## config.mk

```make
export PLATFORM = sky130hd
export DESIGN_NAME = sd_blk_rx
export DESIGN_NICKNAME = d
export VERILOG_FILES = /design/src/rtl/sd_blk_rx_pkg.sv /design/src/rtl/sd_crc16_step.sv /design/src/rtl/sd_poll_timer.sv /design/src/rtl/sd_down_cnt.sv /design/src/rtl/sd_blk_rx.sv
export SDC_FILE = /design/constraint.sdc
export NUM_CORES = 1
export LEC_CHECK = 0
export ABC_AREA = 1
export CAP_MARGIN = 20
export CORE_ASPECT_RATIO = 0.75
export CORE_MARGIN = 5
export CORE_UTILIZATION = 40
export CTS_CLUSTER_DIAMETER = 150
export DETAILED_ROUTE_END_ITERATION = 8
export GPL_ROUTABILITY_DRIVEN = 0
export GPL_TIMING_DRIVEN = 0
export PLACE_DENSITY = 0.68
export REMOVE_ABC_BUFFERS = 1
export SKIP_LAST_GASP = 1
export SYNTH_ARGS = -nofsm -noshare
export SYNTH_HDL_FRONTEND = slang
export SYNTH_SLANG_ARGS = --single-unit
export TNS_END_PERCENT = 5
```

## constraint.sdc

```tcl
create_clock -name clk_i -period 1.6 [get_ports clk_i]
set_input_delay 0.48 -clock clk_i [delete_from_list [all_inputs] [get_ports clk_i]]
set_output_delay 0.48 -clock clk_i [all_outputs]
set_load 0.01 [all_outputs]
```

## src/rtl/sd_blk_rx_pkg.sv

```systemverilog
package sd_blk_rx_pkg;
  typedef enum logic [2:0] {
    ST_IDLE,
    ST_HUNT,
    ST_DATA,
    ST_CRC_HI,
    ST_CRC_LO
  } rx_state_e;

  localparam logic [7:0] IDLE_BYTE  = 8'hFF;
  localparam logic [7:0] START_BYTE = 8'hFE;
  localparam logic [15:0] CRC_POLY  = 16'h1021;
endpackage

```

## src/rtl/sd_crc16_step.sv

```systemverilog
module sd_crc16_step #(
  parameter logic [15:0] POLY = 16'h1021
) (
  input  logic [15:0] crc_i,
  input  logic [7:0]  data_i,
  output logic [15:0] crc_o
);
  always_comb begin
    logic [15:0] c;
    c = crc_i ^ {data_i, 8'h00};
    for (int k = 0; k < 8; k++) begin
      c = c[15] ? ((c << 1) ^ POLY) : (c << 1);
    end
    crc_o = c;
  end
endmodule

```

## src/rtl/sd_poll_timer.sv

```systemverilog
module sd_poll_timer #(
  parameter int LIMIT = 3000000,
  localparam int W = $clog2(LIMIT + 1)
) (
  input  logic clk_i,
  input  logic rst_ni,
  input  logic clr_i,
  input  logic tick_i,
  output logic expire_o
);
  logic [W-1:0] cnt_q;

  assign expire_o = tick_i && (cnt_q == W'(LIMIT - 1));

  always_ff @(posedge clk_i or negedge rst_ni) begin
    if (!rst_ni)      cnt_q <= '0;
    else if (clr_i)   cnt_q <= '0;
    else if (tick_i && !expire_o) cnt_q <= cnt_q + 1'b1;
  end

  p_cnt_bound_r8: assert property (@(posedge clk_i) disable iff (!rst_ni)
    cnt_q < W'(LIMIT));
endmodule

```

## src/rtl/sd_down_cnt.sv

```systemverilog
module sd_down_cnt #(
  parameter int W = 16
) (
  input  logic         clk_i,
  input  logic         rst_ni,
  input  logic         load_i,
  input  logic [W-1:0] load_val_i,
  input  logic         dec_i,
  output logic         is_one_o
);
  logic [W-1:0] cnt_q;

  assign is_one_o = (cnt_q == W'(1));

  always_ff @(posedge clk_i or negedge rst_ni) begin
    if (!rst_ni)     cnt_q <= '0;
    else if (load_i) cnt_q <= load_val_i;
    else if (dec_i && cnt_q != '0) cnt_q <= cnt_q - 1'b1;
  end
endmodule

```

## src/rtl/sd_blk_rx.sv

```systemverilog
module sd_blk_rx
  import sd_blk_rx_pkg::*;
#(
  parameter int CNT_W      = 16,
  parameter int BLK_W      = 12,
  parameter int POLL_LIMIT = 3000000
) (
  input  logic             clk_i,
  input  logic             rst_ni,
  input  logic             start_i,
  input  logic [CNT_W-1:0] blk_cnt_i,
  input  logic [BLK_W-1:0] blk_size_i,
  input  logic             rx_valid_i,
  input  logic [7:0]       rx_data_i,
  output logic             busy_o,
  output logic             out_valid_o,
  output logic [7:0]       out_data_o,
  output logic             out_last_o,
  output logic             done_o,
  output logic             crc_err_o,
  output logic             tok_err_o,
  output logic             timeout_o
);
  rx_state_e   state_q;
  logic [15:0] crc_q, crc_nxt;
  logic [7:0]  crc_hi_q;
  logic        out_valid_q, out_last_q, done_q;
  logic [7:0]  out_data_q;
  logic        crc_err_q, tok_err_q, timeout_q;

  logic acc, is_ff, is_start, poll_expire, byte_last, blk_last, crc_ok;

  assign acc      = rx_valid_i && (state_q != ST_IDLE);
  assign is_ff    = (rx_data_i == IDLE_BYTE);
  assign is_start = (rx_data_i == START_BYTE);
  assign crc_ok   = ({crc_hi_q, rx_data_i} == crc_q);

  sd_crc16_step #(.POLY(CRC_POLY)) u_crc (
    .crc_i (crc_q),
    .data_i(rx_data_i),
    .crc_o (crc_nxt)
  );

  sd_poll_timer #(.LIMIT(POLL_LIMIT)) u_poll (
    .clk_i   (clk_i),
    .rst_ni  (rst_ni),
    .clr_i   (state_q != ST_HUNT),
    .tick_i  ((state_q == ST_HUNT) && acc && is_ff),
    .expire_o(poll_expire)
  );

  sd_down_cnt #(.W(BLK_W)) u_byte_cnt (
    .clk_i     (clk_i),
    .rst_ni    (rst_ni),
    .load_i    ((state_q == ST_HUNT) && acc && is_start),
    .load_val_i(blk_size_i),
    .dec_i     ((state_q == ST_DATA) && acc),
    .is_one_o  (byte_last)
  );

  sd_down_cnt #(.W(CNT_W)) u_blk_cnt (
    .clk_i     (clk_i),
    .rst_ni    (rst_ni),
    .load_i    ((state_q == ST_IDLE) && start_i),
    .load_val_i(blk_cnt_i),
    .dec_i     ((state_q == ST_CRC_LO) && acc && crc_ok),
    .is_one_o  (blk_last)
  );

  always_ff @(posedge clk_i or negedge rst_ni) begin
    if (!rst_ni) begin
      state_q     <= ST_IDLE;
      crc_q       <= '0;
      crc_hi_q    <= '0;
      out_valid_q <= 1'b0;
      out_last_q  <= 1'b0;
      out_data_q  <= '0;
      done_q      <= 1'b0;
      crc_err_q   <= 1'b0;
      tok_err_q   <= 1'b0;
      timeout_q   <= 1'b0;
    end else begin
      out_valid_q <= 1'b0;
      out_last_q  <= 1'b0;
      done_q      <= 1'b0;
      unique case (state_q)
        ST_IDLE: if (start_i) begin
          crc_err_q <= 1'b0;
          tok_err_q <= 1'b0;
          timeout_q <= 1'b0;
          if (blk_cnt_i == '0) done_q  <= 1'b1;
          else                 state_q <= ST_HUNT;
        end
        ST_HUNT: if (acc) begin
          if (is_ff) begin
            if (poll_expire) begin
              timeout_q <= 1'b1;
              done_q    <= 1'b1;
              state_q   <= ST_IDLE;
            end
          end else if (is_start) begin
            crc_q   <= '0;
            state_q <= (blk_size_i == '0) ? ST_CRC_HI : ST_DATA;
          end else begin
            tok_err_q <= 1'b1;
            done_q    <= 1'b1;
            state_q   <= ST_IDLE;
          end
        end
        ST_DATA: if (acc) begin
          crc_q       <= crc_nxt;
          out_valid_q <= 1'b1;
          out_data_q  <= rx_data_i;
          out_last_q  <= byte_last;
          if (byte_last) state_q <= ST_CRC_HI;
        end
        ST_CRC_HI: if (acc) begin
          crc_hi_q <= rx_data_i;
          state_q  <= ST_CRC_LO;
        end
        ST_CRC_LO: if (acc) begin
          if (!crc_ok) begin
            crc_err_q <= 1'b1;
            done_q    <= 1'b1;
            state_q   <= ST_IDLE;
          end else if (blk_last) begin
            done_q  <= 1'b1;
            state_q <= ST_IDLE;
          end else begin
            state_q <= ST_HUNT;
          end
        end
        default: state_q <= ST_IDLE;
      endcase
    end
  end

  assign busy_o      = (state_q != ST_IDLE);
  assign out_valid_o = out_valid_q;
  assign out_data_o  = out_data_q;
  assign out_last_o  = out_last_q;
  assign done_o      = done_q;
  assign crc_err_o   = crc_err_q;
  assign tok_err_o   = tok_err_q;
  assign timeout_o   = timeout_q;

  p_stream_from_data_r4: assert property (@(posedge clk_i) disable iff (!rst_ni)
    out_valid_o |-> ($past(state_q) == ST_DATA));
  p_last_with_valid_r5: assert property (@(posedge clk_i) disable iff (!rst_ni)
    out_last_o |-> out_valid_o);
  p_tok_cause_r3: assert property (@(posedge clk_i) disable iff (!rst_ni)
    $rose(tok_err_o) |-> ($past(rx_data_i) != IDLE_BYTE && $past(rx_data_i) != START_BYTE));
  p_crc_err_src_r6: assert property (@(posedge clk_i) disable iff (!rst_ni)
    $rose(crc_err_o) |-> ($past(state_q) == ST_CRC_LO));
  p_timeout_src_r8: assert property (@(posedge clk_i) disable iff (!rst_ni)
    $rose(timeout_o) |-> ($past(state_q) == ST_HUNT && $past(rx_data_i) == IDLE_BYTE));
  p_done_idle_r7: assert property (@(posedge clk_i) disable iff (!rst_ni)
    done_o |-> !busy_o);
  p_busy_start_ignored_r9: assert property (@(posedge clk_i) disable iff (!rst_ni)
    (busy_o && start_i && !rx_valid_i) |=> busy_o);
  p_one_flag_r10: assert property (@(posedge clk_i) disable iff (!rst_ni)
    $onehot0({crc_err_o, tok_err_o, timeout_o}));
endmodule

```

# Word level (Yosys, flattened, before mapping)
# Index checks and enable logic that the tools add are counted.
dict set report word_totals {
  regBits 91
  in_bits 40
  out_inout_bits 15
  wordCells 141
}
dict set report op_classes {
  eq_ne 25
  addsub 3
  mux 59
  reduce_logical 32
  bitwise 9
}
# op n
set ops {}
lappend ops {{$mux W13} 8}
lappend ops {{$mux W16} 6}
lappend ops {{$mux W22} 2}
lappend ops {{$pmux W16 S2} 1}
lappend ops {{$mux W3} 9}
lappend ops {{$mux W1} 25}
lappend ops {{$mux W12} 2}
lappend ops {{$ne A2 B2 Y1 const B} 12}
lappend ops {{$not A3 Y3} 8}
lappend ops {{$add A22 B1 Y22 const B} 1}
lappend ops {{$eq A22 B22 Y1 const B} 1}
lappend ops {{$eq A16 B1 Y1 const B} 1}
lappend ops {{$eq A16 B16 Y1} 1}
lappend ops {{$eq A8 B8 Y1 const B} 2}
lappend ops {{$logic_not A16 Y1} 1}
lappend ops {{$reduce_bool A16 Y1} 1}
lappend ops {{$sub A16 B1 Y16 const B} 1}
lappend ops {{$xor A16 B16 Y16} 1}
lappend ops {{$pmux W3 S5} 1}
lappend ops {{$reduce_and A5 Y1} 3}
lappend ops {{$eq A12 B1 Y1 const B} 1}
lappend ops {{$logic_and A1 B1 Y1} 12}
lappend ops {{$logic_not A12 Y1} 1}
lappend ops {{$reduce_bool A12 Y1} 1}
lappend ops {{17 further kinds} 26}

# Depth between registers and ports, before layout
# Gate-level depths: netlist of run 1.
dict set report logic_depth {
  depth_word 19
  mapped_depth 11
  depth_no_buf 11
}

# Hierarchy
# From an unflattened synthesis of run 1, not the netlist that was laid out.
dict set report hier_totals {
  hier_cells 1014
  hier_area_um2 6638.9
}
# mod instances cells_per_inst seq_area_each_um2 area_each_um2
set modules_own_cells {}
lappend modules_own_cells {sd_blk_rx 1 319 1026.0 2319.7}
lappend modules_own_cells {sd_poll_timer 1 243 550.5 1590.3}
lappend modules_own_cells {{sd_down_cnt (u_blk_cnt)} 1 193 400.4 1277.5}
lappend modules_own_cells {{sd_down_cnt (u_byte_cnt)} 1 142 300.3 892.1}
lappend modules_own_cells {sd_crc16_step 1 117 0.0 559.3}

# Least setup slack after synthesis of run 1
# No wires, ideal clock.
dict set report synth_timing {
  path_type {reg-to-reg}
  from {reg u_poll.cnt_q[0]}
  to {reg u_poll.cnt_q[15]}
  path_buffers 1
  period_less_slack_ns 1.624
  setup_slack_ns -0.024
  setup_ns 0.117
  path_stages_with_launch 10
  t_arrival_ns 1.506
  required_time_ns 1.483
  cell_sequence {dfrtp_1 > ha_1 > nand3_1 > nor2_4 > nand3_2 > nand2_2 > nand2_2 > buf_4 > nand3_1 > nand2_1}
}
dict set report synth_via {
  elab_chain_cells 5
  elab_cells_between_ends 8
  cone_classes {1 x add/sub; 1 x eq/ne; 2 x mux; 4 x reduce/logical}
}
# element line_no
set synth_lines {}
lappend synth_lines {{from (decl)} sd_poll_timer.sv:11} ;# logic [W-1:0] cnt_q;
lappend synth_lines {{from (signal assigned)} sd_poll_timer.sv:18} ;# else if (tick_i && !expire_o) cnt_q <= cnt_q + 1'b1;
lappend synth_lines {{parallel branches: the longest is 5 deep, another holds $add A22 B1 Y22} -}
# Parallel ways; which one is timed is not known. The select of a mux whose other input is x is not followed.
# A chain may end at the register's enable or synchronous reset.

# Final worst setup path of run 1
dict set report layout_timing {
  from {reg state_q[2]}
  to {reg u_blk_cnt.cnt_q[13]}
}
dict set report layout_via {
  elab_chain_cells 6
  elab_cells_between_ends 10
  cone_classes {1 x eq/ne; 1 x mux; 8 x reduce/logical}
}
# element line_no
set layout_lines {}
lappend layout_lines {{from (decl)} sd_blk_rx.sv:24} ;# rx_state_e state_q;
lappend layout_lines {{from (signal assigned)} sd_blk_rx.sv:103} ;# state_q <= (blk_size_i == '0) ? ST_CRC_HI : ST_DATA;
lappend layout_lines {{$reduce_bool A3 Y1} sd_blk_rx.sv:33} ;# assign acc = rx_valid_i && (state_q != ST_IDLE);
lappend layout_lines {{$logic_and A1 B1 Y1} sd_blk_rx.sv:33}
lappend layout_lines {{$logic_and A1 B1 Y1 (2 in series)} sd_blk_rx.sv:66} ;# .dec_i ((state_q == ST_CRC_LO) && acc && crc_ok),
lappend layout_lines {{$logic_and A1 B1 Y1} sd_down_cnt.sv:18} ;# else if (dec_i && cnt_q != '0) cnt_q <= cnt_q - 1'b1;
lappend layout_lines {{$reduce_bool A2 Y1 (no source line)} -}
lappend layout_lines {{to (signal assigned)} sd_down_cnt.sv:17} ;# else if (load_i) cnt_q <= load_val_i;
lappend layout_lines {{to (signal assigned)} sd_down_cnt.sv:18}
lappend layout_lines {{to (decl)} sd_down_cnt.sv:11} ;# logic [W-1:0] cnt_q;
# Parallel ways exist; a longest one is shown, timed or not.

==> out/qor.yml, run 1 <==
dr.pass1.iters: 5
routed_length_per_instance_um: 13.4
setup_viol: 96
yosys_register_bits: 91
worst-setup-path-type: "reg2reg"
die_area_sq_um: 17400
synth_cell_types: 36
detailedPlace.worstSlack_ns: -1.53
internal_power_uw: 5250
final_cells: 1163
cpMostUsedCell: "nand2_1"
achievable-frequency_mhz: 529
fill_cells: 1426
worstPathMaxFanout: 35
routed_wl_um: 15600
starting_drt_drc_count: 396
most-common-layout-cells: "315 x nand2_1, 113 x nor2_1, 88 x nand3_1, 88 x dfrtp_1, 76 x inv_1"
floorplan.initialDensity_pct: 40.9
netlist_area_sq_um: 5940
layout_worst_path_cycle_share_pct: 118
grt_remaining_overflow: 0
core_region_area_sq_um: 14500
cts_max_path_buffers: 2
post_detailed_placement_half_perimeter_wirelength_um: 10500
post-layout-total-power_uw: 8820
timing.final.max_slew_violations: 0
cts-hold-fix-buffers: 0
reg2reg_to: "u_blk_cnt.cnt_q[13]"
vias_per_cell: 4.93
critical_path.reg2reg.startpoint: "state_q[2]"
finalHoldViolations: 0
floorplan.rows: 38
drcViolationCount: 0
nNetsFinal: 1005
worstSetupStartpointType: "flop"
grt_antenna_before_repair: 0
ff2ff_setup_slack_ns: -0.29
synthCells: 885
port_buffers: 54
hold_path.class: "in2async"
insertedDiodeCount: 0
timing.final.ws_setup_ns: -0.292
syn2layout_area_growth_pct: 24.2
timing.reg2reg.worst_path_depth: 9
run_status: "complete, but fails checks"
clk_transition_reported_paths_ns: 0.07
leakagePower_uw: 0.00355
clock_tree_from_tritoncts: "yes"
final_layout_size_suffix_gt1_share_pct: 10.4
violations: "setup timing"
die_x_extent_um: 151
cts_inserted_buffers: 9
power.sequential.fraction_pct: 34.9
die_height_um: 116
grt_start_max_net_pins: 56
netSwitchingFraction_pct: 40.4
timing.critical_path.cells: "inv_1 > nand2_1 > inv_1 > nand2_4 > clkinvlp_4 > nand2_1 > nand2_1 > nand2_1 > nand2_1"
rsz_0062_raised_after_global_routing: "true"
first_global_vias: 5245
cp-end-kind: "flop"
drt.antenna.violating_nets: 0
clockPowerShare_pct: 24.8
layout.cells.most_common: "nand2_1"
yosysWarningCount: 0
cts.sinks: 91
post_synth.cell_area_avg_sq_um: 6.71
ios: 55
clk-insertion-delay-late_ns: 0.35
fin_worst_skew_ns: 0.00724
slew_headroom_pct: 41.2
cp.required_ns: 1.84
placed_cells_incl_taps: 1120
p_per_area_nw_per_um2: 1200
timing.final.crit_period_ns: 1.89
p_sw_uw: 3560
gr-usage-all-layers_pct: 18.3
combPwrFrac_pct: 40.2
grt_first_pass_wirelength_um: 25900
via_count: 5738
critPathSlowestCell: "clkinvlp_4"
tightestPinTransition_ns: 0.878
critical-path-max-stage-delay_ns: 0.38
clockRootBuffer: "clkbuf_16"
drv.max_cap_violation_count: 0
max_ir_drop_vdd_mv: 0.618
seq_area_frac_synth_pct: 38.3
total_number_of_h_tree_levels: 3
timing.critical_path.arrival_ns: 2.13
==> kinds of logic after synthesis <==
logic type / Yosys count / share of synthesized area, %
simple gates: 572 / 40.4
buf+inv: 106 / 7.46
xor+xnor: 40 / 5.90
compound gates: 69 / 6.45
fa+ha+maj: 7 / 1.47
flops: 91 / 38.3
==> critical path: cells and delay by family (launching register included) <==
family                 cells  cell delay, ns
DFF                        1            0.37
and+or+nand+nor            6            0.81
buffers and inverters      3            0.59
==> Yosys cell counts (all sizes together) <==
| cell type | number | share of area [%] |
|---|---|---|
| nor3b | 1 | 0.13 |
| o21bai | 2 | 0.25 |
| dfrtp | 91 | 38 |
| nand3b | 1 | 0.13 |
| ha | 7 | 1.5 |
| or2 | 3 | 0.32 |
| clkbuf | 3 | 0.19 |
| nand2 | 327 | 21 |
| buf | 17 | 1.8 |
| a21oi | 4 | 0.34 |
| a21boi | 1 | 0.13 |
| xor2 | 23 | 3.4 |
| xnor2 | 17 | 2.5 |
| a21o | 2 | 0.25 |
| inv | 86 | 5.4 |
| nor3 | 4 | 0.53 |
| o211ai | 4 | 0.51 |
| o21a | 2 | 0.25 |
| nand3 | 93 | 8.2 |
| nand4 | 17 | 1.8 |
| o21ai | 51 | 4.4 |
| nor2 | 126 | 8.4 |
| a31oi | 2 | 0.21 |
| a31o | 1 | 0.15 |
==> per-layer routing <==
layer	wire, um	GRT usage [%]
met1	7840	27.6
met5	0	0
met2	6710	27.1
met3	897	3.83
met4	128	4.29
==> power groups by stage <==
stage | Clock [uW] | Sequential [uW] | Combinational (uW)
2_1_floorplan | 0 | 3020 | 2300
3_3_place_gp | 0 | 3100 | 3080
3_5_place_dp | 0 | 3100 | 3130
4_1_cts | 2250 | 3070 | 3390
5_1_grt | 2340 | 3150 | 4070
6_report | 2190 | 3080 | 3550
==> state kept, by name (all words and copies together), names as in the netlist, 3 cells and up <==
name              cells
u_poll.cnt_q         22
out_data_o            8
u_byte_cnt.cnt_q     12
u_blk_cnt.cnt_q      16
crc_hi_q              8
crc_q                16
state_q               3
==> worst max path at each step <==
stage,startpoint,cells after the start,to
after global placement,rst_ni,1,u_poll.cnt_q[20]
after CTS,state_q[2],7,crc_q[0]
final,state_q[2],9,u_blk_cnt.cnt_q[13]
after floorplan,state_q[1],8,u_poll.cnt_q[14]
after detailed placement,rx_valid_i,7,u_byte_cnt.cnt_q[3]
after global routing,state_q[2],8,u_blk_cnt.cnt_q[8]
==> stage by stage <==
stage / utilization (%) / instance area (sq um) / hold slack (ns) / TNS (ns)
2_1_floorplan: - / 5820 / 0.184 / -17.87
3_3_place_gp: 45.6 / 6610 / 0.465 / -411.05
3_5_place_dp: 45.7 / 6630 / 0.473 / -94.99
4_1_cts: 49.8 / 7220 / 0.117 / -21.48
5_1_grt: 50.9 / 7380 / 0.145 / -28.83
6_report: 50.9 / 7380 / 0.107 / -17.71
==> layout make-up <==
cell class | instances | area, sq um | share of cell area [%]
repair buffers | 76 | 763 | 10.3
well taps | 200 | 250 | 3.39
clock buffers | 10 | 239 | 3.24
flip-flops and latches | 91 | 2280 | 30.9
multi-input cells | 690 | 3400 | 46.1
inverters | 86 | 348 | 4.72
clock inverters | 6 | 63.8 | 0.865
repair inverters | 4 | 27.5 | 0.373
==> timing repair <==
action | in CTS | in global routing
pin swaps | 9 | 9
gates resized for setup | 46 | 24
endpoints found under the setup margin | 106 | 105
hold endpoints to repair | 0 | 0
gates cloned | 3 | 3
buffers inserted | 11 | 10
(Power assumes the default switching activity.)
==> run 2, diff against run 1 <==
--- a/config.mk
+++ b/config.mk
@@ -8,7 +8,6 @@
 export ABC_AREA = 1
 export CAP_MARGIN = 20
 export CORE_ASPECT_RATIO = 0.75
-export CORE_MARGIN = 5
 export CORE_UTILIZATION = 40
 export CTS_CLUSTER_DIAMETER = 150
 export DETAILED_ROUTE_END_ITERATION = 8
@@ -19,5 +18,6 @@
 export SKIP_LAST_GASP = 1
 export SYNTH_ARGS = -nofsm -noshare
 export SYNTH_HDL_FRONTEND = slang
+export SYNTH_HIERARCHICAL = 1
 export SYNTH_SLANG_ARGS = --single-unit
 export TNS_END_PERCENT = 5
==> out/qor.yml, run 2 <==
run_status: "complete, but fails checks"
violations: "setup timing"
synth_cell_types: 40  # +11%
netlist_area_sq_um: 6640  # +12%
core_region_area_sq_um: 16100  # +11%
rsz_0062_raised_after_global_routing: "true"
hold-worst-slack_ns: 0.154  # +0.0467 ns
ios: 55  # unchanged
clk_transition_reported_paths_ns: 0.07  # about the same
drcViolationCount: 0  # unchanged
synthCells: 1014  # +15%
cp-end-kind: "output pin"
synth_ff_type: "dfrtp_1"
p_per_area_nw_per_um2: 1540  # +29%
grt_remaining_overflow: 0  # unchanged
tightestPinTransition_ns: 0.654  # -0.224 ns
clk-insertion-delay-late_ns: 0.34  # about the same
placed_cells_incl_taps: 1265  # +13%
final_layout_size_suffix_gt1_share_pct: 18.9  # +8.5 points
final_cells: 1316  # +13%
routed_wl_um: 16800  # +7.5%
timing.final.ws_setup_ns: -0.332  # -0.0406 ns
synth_most_common_cell: "nand2_1"
largest_register: "u_poll/cnt_q"
yosys.area.top_type: "dfrtp_1"
timing.final.max_slew_violations: 0  # unchanged
die_height_um: 114  # -1.7%
yosys_register_bits: 91  # unchanged
total_number_of_h_tree_levels: 3  # unchanged
grt_first_pass_wirelength_um: 28200  # +9.1%
nNetsFinal: 1147  # +14%
cts.sinks: 91  # unchanged
largest_register_ffs: 22  # unchanged
gr-usage-all-layers_pct: 20.5  # +2.1 points
cts_max_path_buffers: 2  # unchanged
fin_setup_tns_ns: -13.28  # +4.43 ns
worstSetupStartpointType: "flop"
port_buffers: 54  # unchanged
drt.antenna.violating_nets: 0  # unchanged
cp.required_ns: 1.12  # -0.72 ns
synth_common_cells: "400 x nand2_1, 127 x nor2_1, 94 x inv_1"
ys_top_cells_by_area: "dfrtp_1 34%, nand2_1 23%, nor2_1 7.2%, inv_1 5.3%, nand3_1 5.3%"
p_sw_uw: 5620  # +58%
routed_length_per_instance_um: 12.7  # -5.0%
floorplan.initialDensity_pct: 41.2  # +0.25 points
cts_inserted_buffers: 9  # unchanged
syn2layout_area_growth_pct: 22.6
fin_worst_skew_ns: 0.00824  # +0.00100 ns
clockRootBuffer: "clkbuf_16"
slew_headroom_pct: 56.4  # +15 points
dr.pass1.iters: 7  # +2
yosysWarningCount: 6  # +6
timing.final.crit_period_ns: 1.93  # +0.0406 ns
post_synth.cell_area_avg_sq_um: 6.55  # -2.4%
die_x_extent_um: 151  # about the same
via_count: 6494  # +13%
leakagePower_uw: 0.00394  # +11%
hold_path.class: "in2async"
first_global_vias: 5827  # +11%
die_area_sq_um: 17100  # -1.6%
grt_start_max_net_pins: 48  # -14%
detailedPlace.worstSlack_ns: -2.12  # -0.593 ns
worstPathMaxFanout: 4  # -89%
most-common-layout-cells: "395 x nand2_1, 117 x nor2_1, 87 x inv_1"
netSwitchingFraction_pct: 44.7  # +4.3 points
fill_cells: 1597  # +12%
grt_antenna_before_repair: 0  # unchanged
layout.cells.most_common: "nand2_1"
synth_edf_count: 0  # unchanged
synth_top_area_share_pct: 34.3  # -4.0 points
floorplan.rows: 40  # +5.3%
power.sequential.fraction_pct: 31.1  # -3.8 points
drv.max_cap_violation_count: 0  # unchanged
cts-hold-fix-buffers: 0  # unchanged
worst-setup-path-type: "reg2out"
timing.critical_path.arrival_ns: 1.45  # -0.68 ns
final_core_utilization_pct: 50.5  # -0.37 points
insertedDiodeCount: 0  # unchanged
seq_area_frac_synth_pct: 34.3  # -4.0 points
vias_per_cell: 4.93  # about the same
finalHoldViolations: 0  # unchanged
clock_tree_from_tritoncts: "yes"
combPwrFrac_pct: 51.1  # +11 points
post_detailed_placement_half_perimeter_wirelength_um: 12100  # +15%
asyncSetResetFlopFracSynth_pct: 100  # unchanged
setup_viol: 82  # -15%
reg.largest.list: "u_poll/cnt_q: 22 flops, crc_q: 16 flops, u_blk_cnt/cnt_q: 16 flops"
internal_power_uw: 6940  # +32%
achievable-frequency_mhz: 518  # -2.1%
clockPowerShare_pct: 17.9  # -6.9 points
max_ir_drop_vdd_mv: 0.675  # +9.3%
starting_drt_drc_count: 517  # +31%
layout_worst_path_cycle_share_pct: 121  # +2.5 points
[run 2: path summary, 6_finish.rpt]
path | from | end | slack, ns | depth (start not counted)
worst min-delay path | rst_ni | out_data_o[5] | 0.15 | 1
worst max register to register | u_poll/cnt_q[0] | state_q[1] | -0.29 | 10
worst max-delay path | state_q[1] | busy_o | -0.33 | 5
max in group asynchronous | rst_ni | crc_q[7] | 0.76 | 2
worst min register to register | u_byte_cnt/cnt_q[10] | u_byte_cnt/cnt_q[10] | 0.48 | 2
min in group clk_i | u_byte_cnt/cnt_q[10] | u_byte_cnt/cnt_q[10] | 0.48 | 2
[run 2: layout make-up]
cell class              instances  area, sq um  share of cell area, %
clock inverters                 5         60.1                  0.738
well taps                     210          263                   3.23
flip-flops and latches         91         2290                   28.2
inverters                     111          430                   5.29
multi-input cells             796         3960                   48.6
repair buffers                 92          885                   10.9
clock buffers                  11          253                   3.11
[run 2: worst max-delay path, stage by stage (launching register included)]
cell and delay (ns):
dfrtp_2 0.45, inv_4 0.09, nand2_2 0.08, nor2_4 0.14, inv_2 0.07, dlygate4sd2_1 0.28
[run 2: power by group through the flow]
stage / sequential [uW] / clock, uW / combinational (uW)
after global routing: 4020 / 2380 / 7260
after CTS: 3940 / 2290 / 6010
after detailed placement: 3960 / 0 / 5760
after global placement: 3950 / 0 / 5560
final: 3900 / 2240 / 6420
after floorplan: 3830 / 0 / 4250
[run 2: layer usage]
metal | GRT usage (%) | routed length, um | share of wire, % | vias to the layer above
met5 | 0 | 0 | 0 | -
met4 | 3.47 | 108 | 0.64 | 0
met3 | 3.32 | 728 | 4.3 | 10
met2 | 31.9 | 7300 | 44 | 138
met1 | 30.1 | 8620 | 51 | 3000
li1 | - | - | - | 3346
[run 2: cell families (layout without fill, tap and decap cells)]
family | Yosys count | in the layout | synth area share (%)
simple gates | 703 | 703 | 47.3
buf+inv | 127 | 219 | 8.01
flops | 91 | 91 | 34.3
compound gates | 72 | 72 | 7.26
xor+xnor | 15 | 15 | 1.98
fa+ha+maj | 6 | 6 | 1.13
[run 2: repair_timing]
item | CTS | global route
endpoints found under the setup margin | 106 | 87
hold endpoints to repair | 0 | 0
gates resized for setup | 67 | 22
setup buffers | 14 | 21
pin swaps | 13 | 15
[run 2: stage by stage]
| stage | cell area, sq um | total power, uW |
|---|---|---|
| floorplan | 6530 | 8080 |
| global placement | 7330 | 9510 |
| detailed placement | 7400 | 9720 |
| CTS | 7980 | 12200 |
| global route | 8140 | 13700 |
| finish | 8140 | 12600 |
==> run 3, diff against run 2 <==
--- a/config.mk
+++ b/config.mk
@@ -15,6 +15,7 @@
 export GPL_TIMING_DRIVEN = 0
 export PLACE_DENSITY = 0.68
 export REMOVE_ABC_BUFFERS = 1
+export SKIP_CTS_REPAIR_TIMING = 1
 export SKIP_LAST_GASP = 1
 export SYNTH_ARGS = -nofsm -noshare
 export SYNTH_HDL_FRONTEND = slang
==> out/qor.yml, run 3 (synthesis gave the netlist of run 2 again) <==
run_status: "complete, but fails checks"
violations: "setup timing"
place_area_sq_um: 7400  # unchanged
setup_viol: 84  # +2.4%
most-common-layout-cells: "398 x nand2_1, 121 x nor2_1, 90 x inv_1"
tightestPinTransition_ns: 0.657  # +0.00347 ns
die_height_um: 114  # unchanged
nNetsFinal: 1130  # -1.5%
die_x_extent_um: 151  # unchanged
fin_worst_skew_ns: 0.00945  # +0.00121 ns
port_buffers: 54  # unchanged
hold_path.class: "in2async"
grt_start_max_net_pins: 48  # unchanged
timing.final.max_slew_violations: 0  # unchanged
grt_antenna_before_repair: 0  # unchanged
timing.critical_path.arrival_ns: 2.36  # +0.91 ns
largest_register: "u_poll/cnt_q"
cts.sinks: 91  # unchanged
largest_register_ffs: 22  # unchanged
syn2layout_area_growth_pct: 20.4
post_detailed_placement_half_perimeter_wirelength_um: 12100  # unchanged
timing.final.ws_setup_ns: -0.473  # -0.141 ns
via_count: 6370  # -1.9%
clock_tree_from_tritoncts: "yes"
floorplan.initialDensity_pct: 41.2  # unchanged
final_design_area_no_fill_sq_um: 7990  # -1.8%
grt_first_pass_wirelength_um: 27400  # -2.8%
drcViolationCount: 0  # unchanged
achievable-frequency_mhz: 482  # -6.8%
insertedDiodeCount: 0  # unchanged
reg2reg_to: "u_blk_cnt/cnt_q[14]"
routed_wl_um: 16600  # -1.0%
timing.final.crit_period_ns: 2.07  # +0.141 ns
ff2ff_setup_slack_ns: -0.44  # -0.15 ns
cts_max_path_buffers: 2  # unchanged
detailedPlace.worstSlack_ns: -2.12  # unchanged
layout_worst_path_cycle_share_pct: 130  # +8.8 points
drt.antenna.violating_nets: 0  # unchanged
worst-setup-path-type: "in2reg"
p_per_area_nw_per_um2: 1520  # -1.3%
die_area_sq_um: 17100  # unchanged
cts_inserted_buffers: 9  # unchanged
clk_transition_reported_paths_ns: 0.07  # about the same
cp-end-kind: "flop"
finalHoldViolations: 0  # unchanged
ios: 55  # unchanged
layout.cells.most_common: "nand2_1"
clockRootBuffer: "clkbuf_16"
critical_path.reg2reg.startpoint: "crc_q[12]"
max_ir_drop_vdd_mv: 0.689  # +2.1%
floorplan.rows: 40  # unchanged
leakagePower_uw: 0.00391  # -0.82%
cp.required_ns: 1.88  # +0.76 ns
grt_remaining_overflow: 0  # unchanged
drv.max_cap_violation_count: 0  # unchanged
routed_length_per_instance_um: 12.8  # +0.26%
gr-usage-all-layers_pct: 19.9  # -0.56 points
core_region_area_sq_um: 16100  # unchanged
reg.largest.list: "u_poll/cnt_q: 22 flops, crc_q: 16 flops, u_blk_cnt/cnt_q: 16 flops"
worstPathMaxFanout: 8  # +4
clk-insertion-delay-late_ns: 0.34  # about the same
rsz_0062_raised_after_global_routing: "true"
dr.pass1.iters: 5  # -2
first_global_vias: 5661  # -2.8%
total_number_of_h_tree_levels: 3  # unchanged
worstSetupStartpointType: "input pin"
vias_per_cell: 4.90  # -0.63%
timing.reg2reg.worst_path_depth: 12  # +2
final_layout_size_suffix_gt1_share_pct: 15.5  # -3.4 points
fill_cells: 1606  # +0.56%
final_core_utilization_pct: 49.6  # -0.89 points
slew_headroom_pct: 56.2  # -0.23 points
starting_drt_drc_count: 566  # +9.5%
[run 3: metrics by stage]
stage / hold slack [ns] / cells / total power (uW) / TNS, ns
after global routing: 0.207 / 1299 / 13300 / -28.22
final: 0.147 / 1299 / 12200 / -17.32
after global placement: 0.465 / 1262 / 9510 / -443.06
after floorplan: 0.184 / 998 / 8080 / -37.73
after CTS: 0.181 / 1281 / 12000 / -95.54
after detailed placement: 0.465 / 1265 / 9720 / -119.05
[run 3: critical path, cell delays in order]
cell,delay [ns]
dlymetal6s2s_1,0.27
inv_1,0.14
nand2_1,0.08
nand2_1,0.05
nor2_1,0.12
nand2_1,0.07
nor2_1,0.20
nand2_1,0.13
nor3_2,0.16
buf_4,0.20
nand2_8,0.10
nor2_4,0.21
nand2_1,0.08
nand3_1,0.07
[run 3: layout make-up]
type,count,area [sq um],area share (%)
Clock buffer,11,253,3.16
Clock inverter,5,60.1,0.751
Inverter,111,434,5.43
Multi-Input combinational cell,797,3940,49.3
Sequential cell,91,2280,28.5
Tap cell,210,263,3.29
Timing Repair Buffer,74,762,9.53
[run 3: worst max-delay path by stage]
stage            startpoint                  end  slack, ns
5_1_grt            crc_q[5]  u_blk_cnt/cnt_q[10]      -0.67
3_3_place_gp         rst_ni  u_byte_cnt/cnt_q[5]      -3.52
6_report       rx_data_i[0]  u_blk_cnt/cnt_q[14]      -0.47
3_5_place_dp   rx_data_i[4]  u_byte_cnt/cnt_q[4]      -2.12
2_1_floorplan    state_q[0]   u_blk_cnt/cnt_q[9]      -1.12
4_1_cts        rx_data_i[4]  u_byte_cnt/cnt_q[4]      -1.75
[run 3: power breakdown]
| group | total (uW) | internal [uW] | switching [uW] |
|---|---|---|---|
| sequential | 3950 | 3070 | 885 |
| combinational | 6000 | 2300 | 3690 |
| clock | 2240 | 1300 | 933 |
[run 3: per-layer routing]
layer | share of wire, % | vias to the layer above | wire length, um | GRT usage [%]
li1 | - | 3302 | - | -
met1 | 51 | 2907 | 8430 | 29.7
met2 | 43 | 151 | 7160 | 30.8
met3 | 5.5 | 10 | 915 | 3.08
met4 | 0.49 | 0 | 82 | 3.27
met5 | 0 | - | 0 | 0
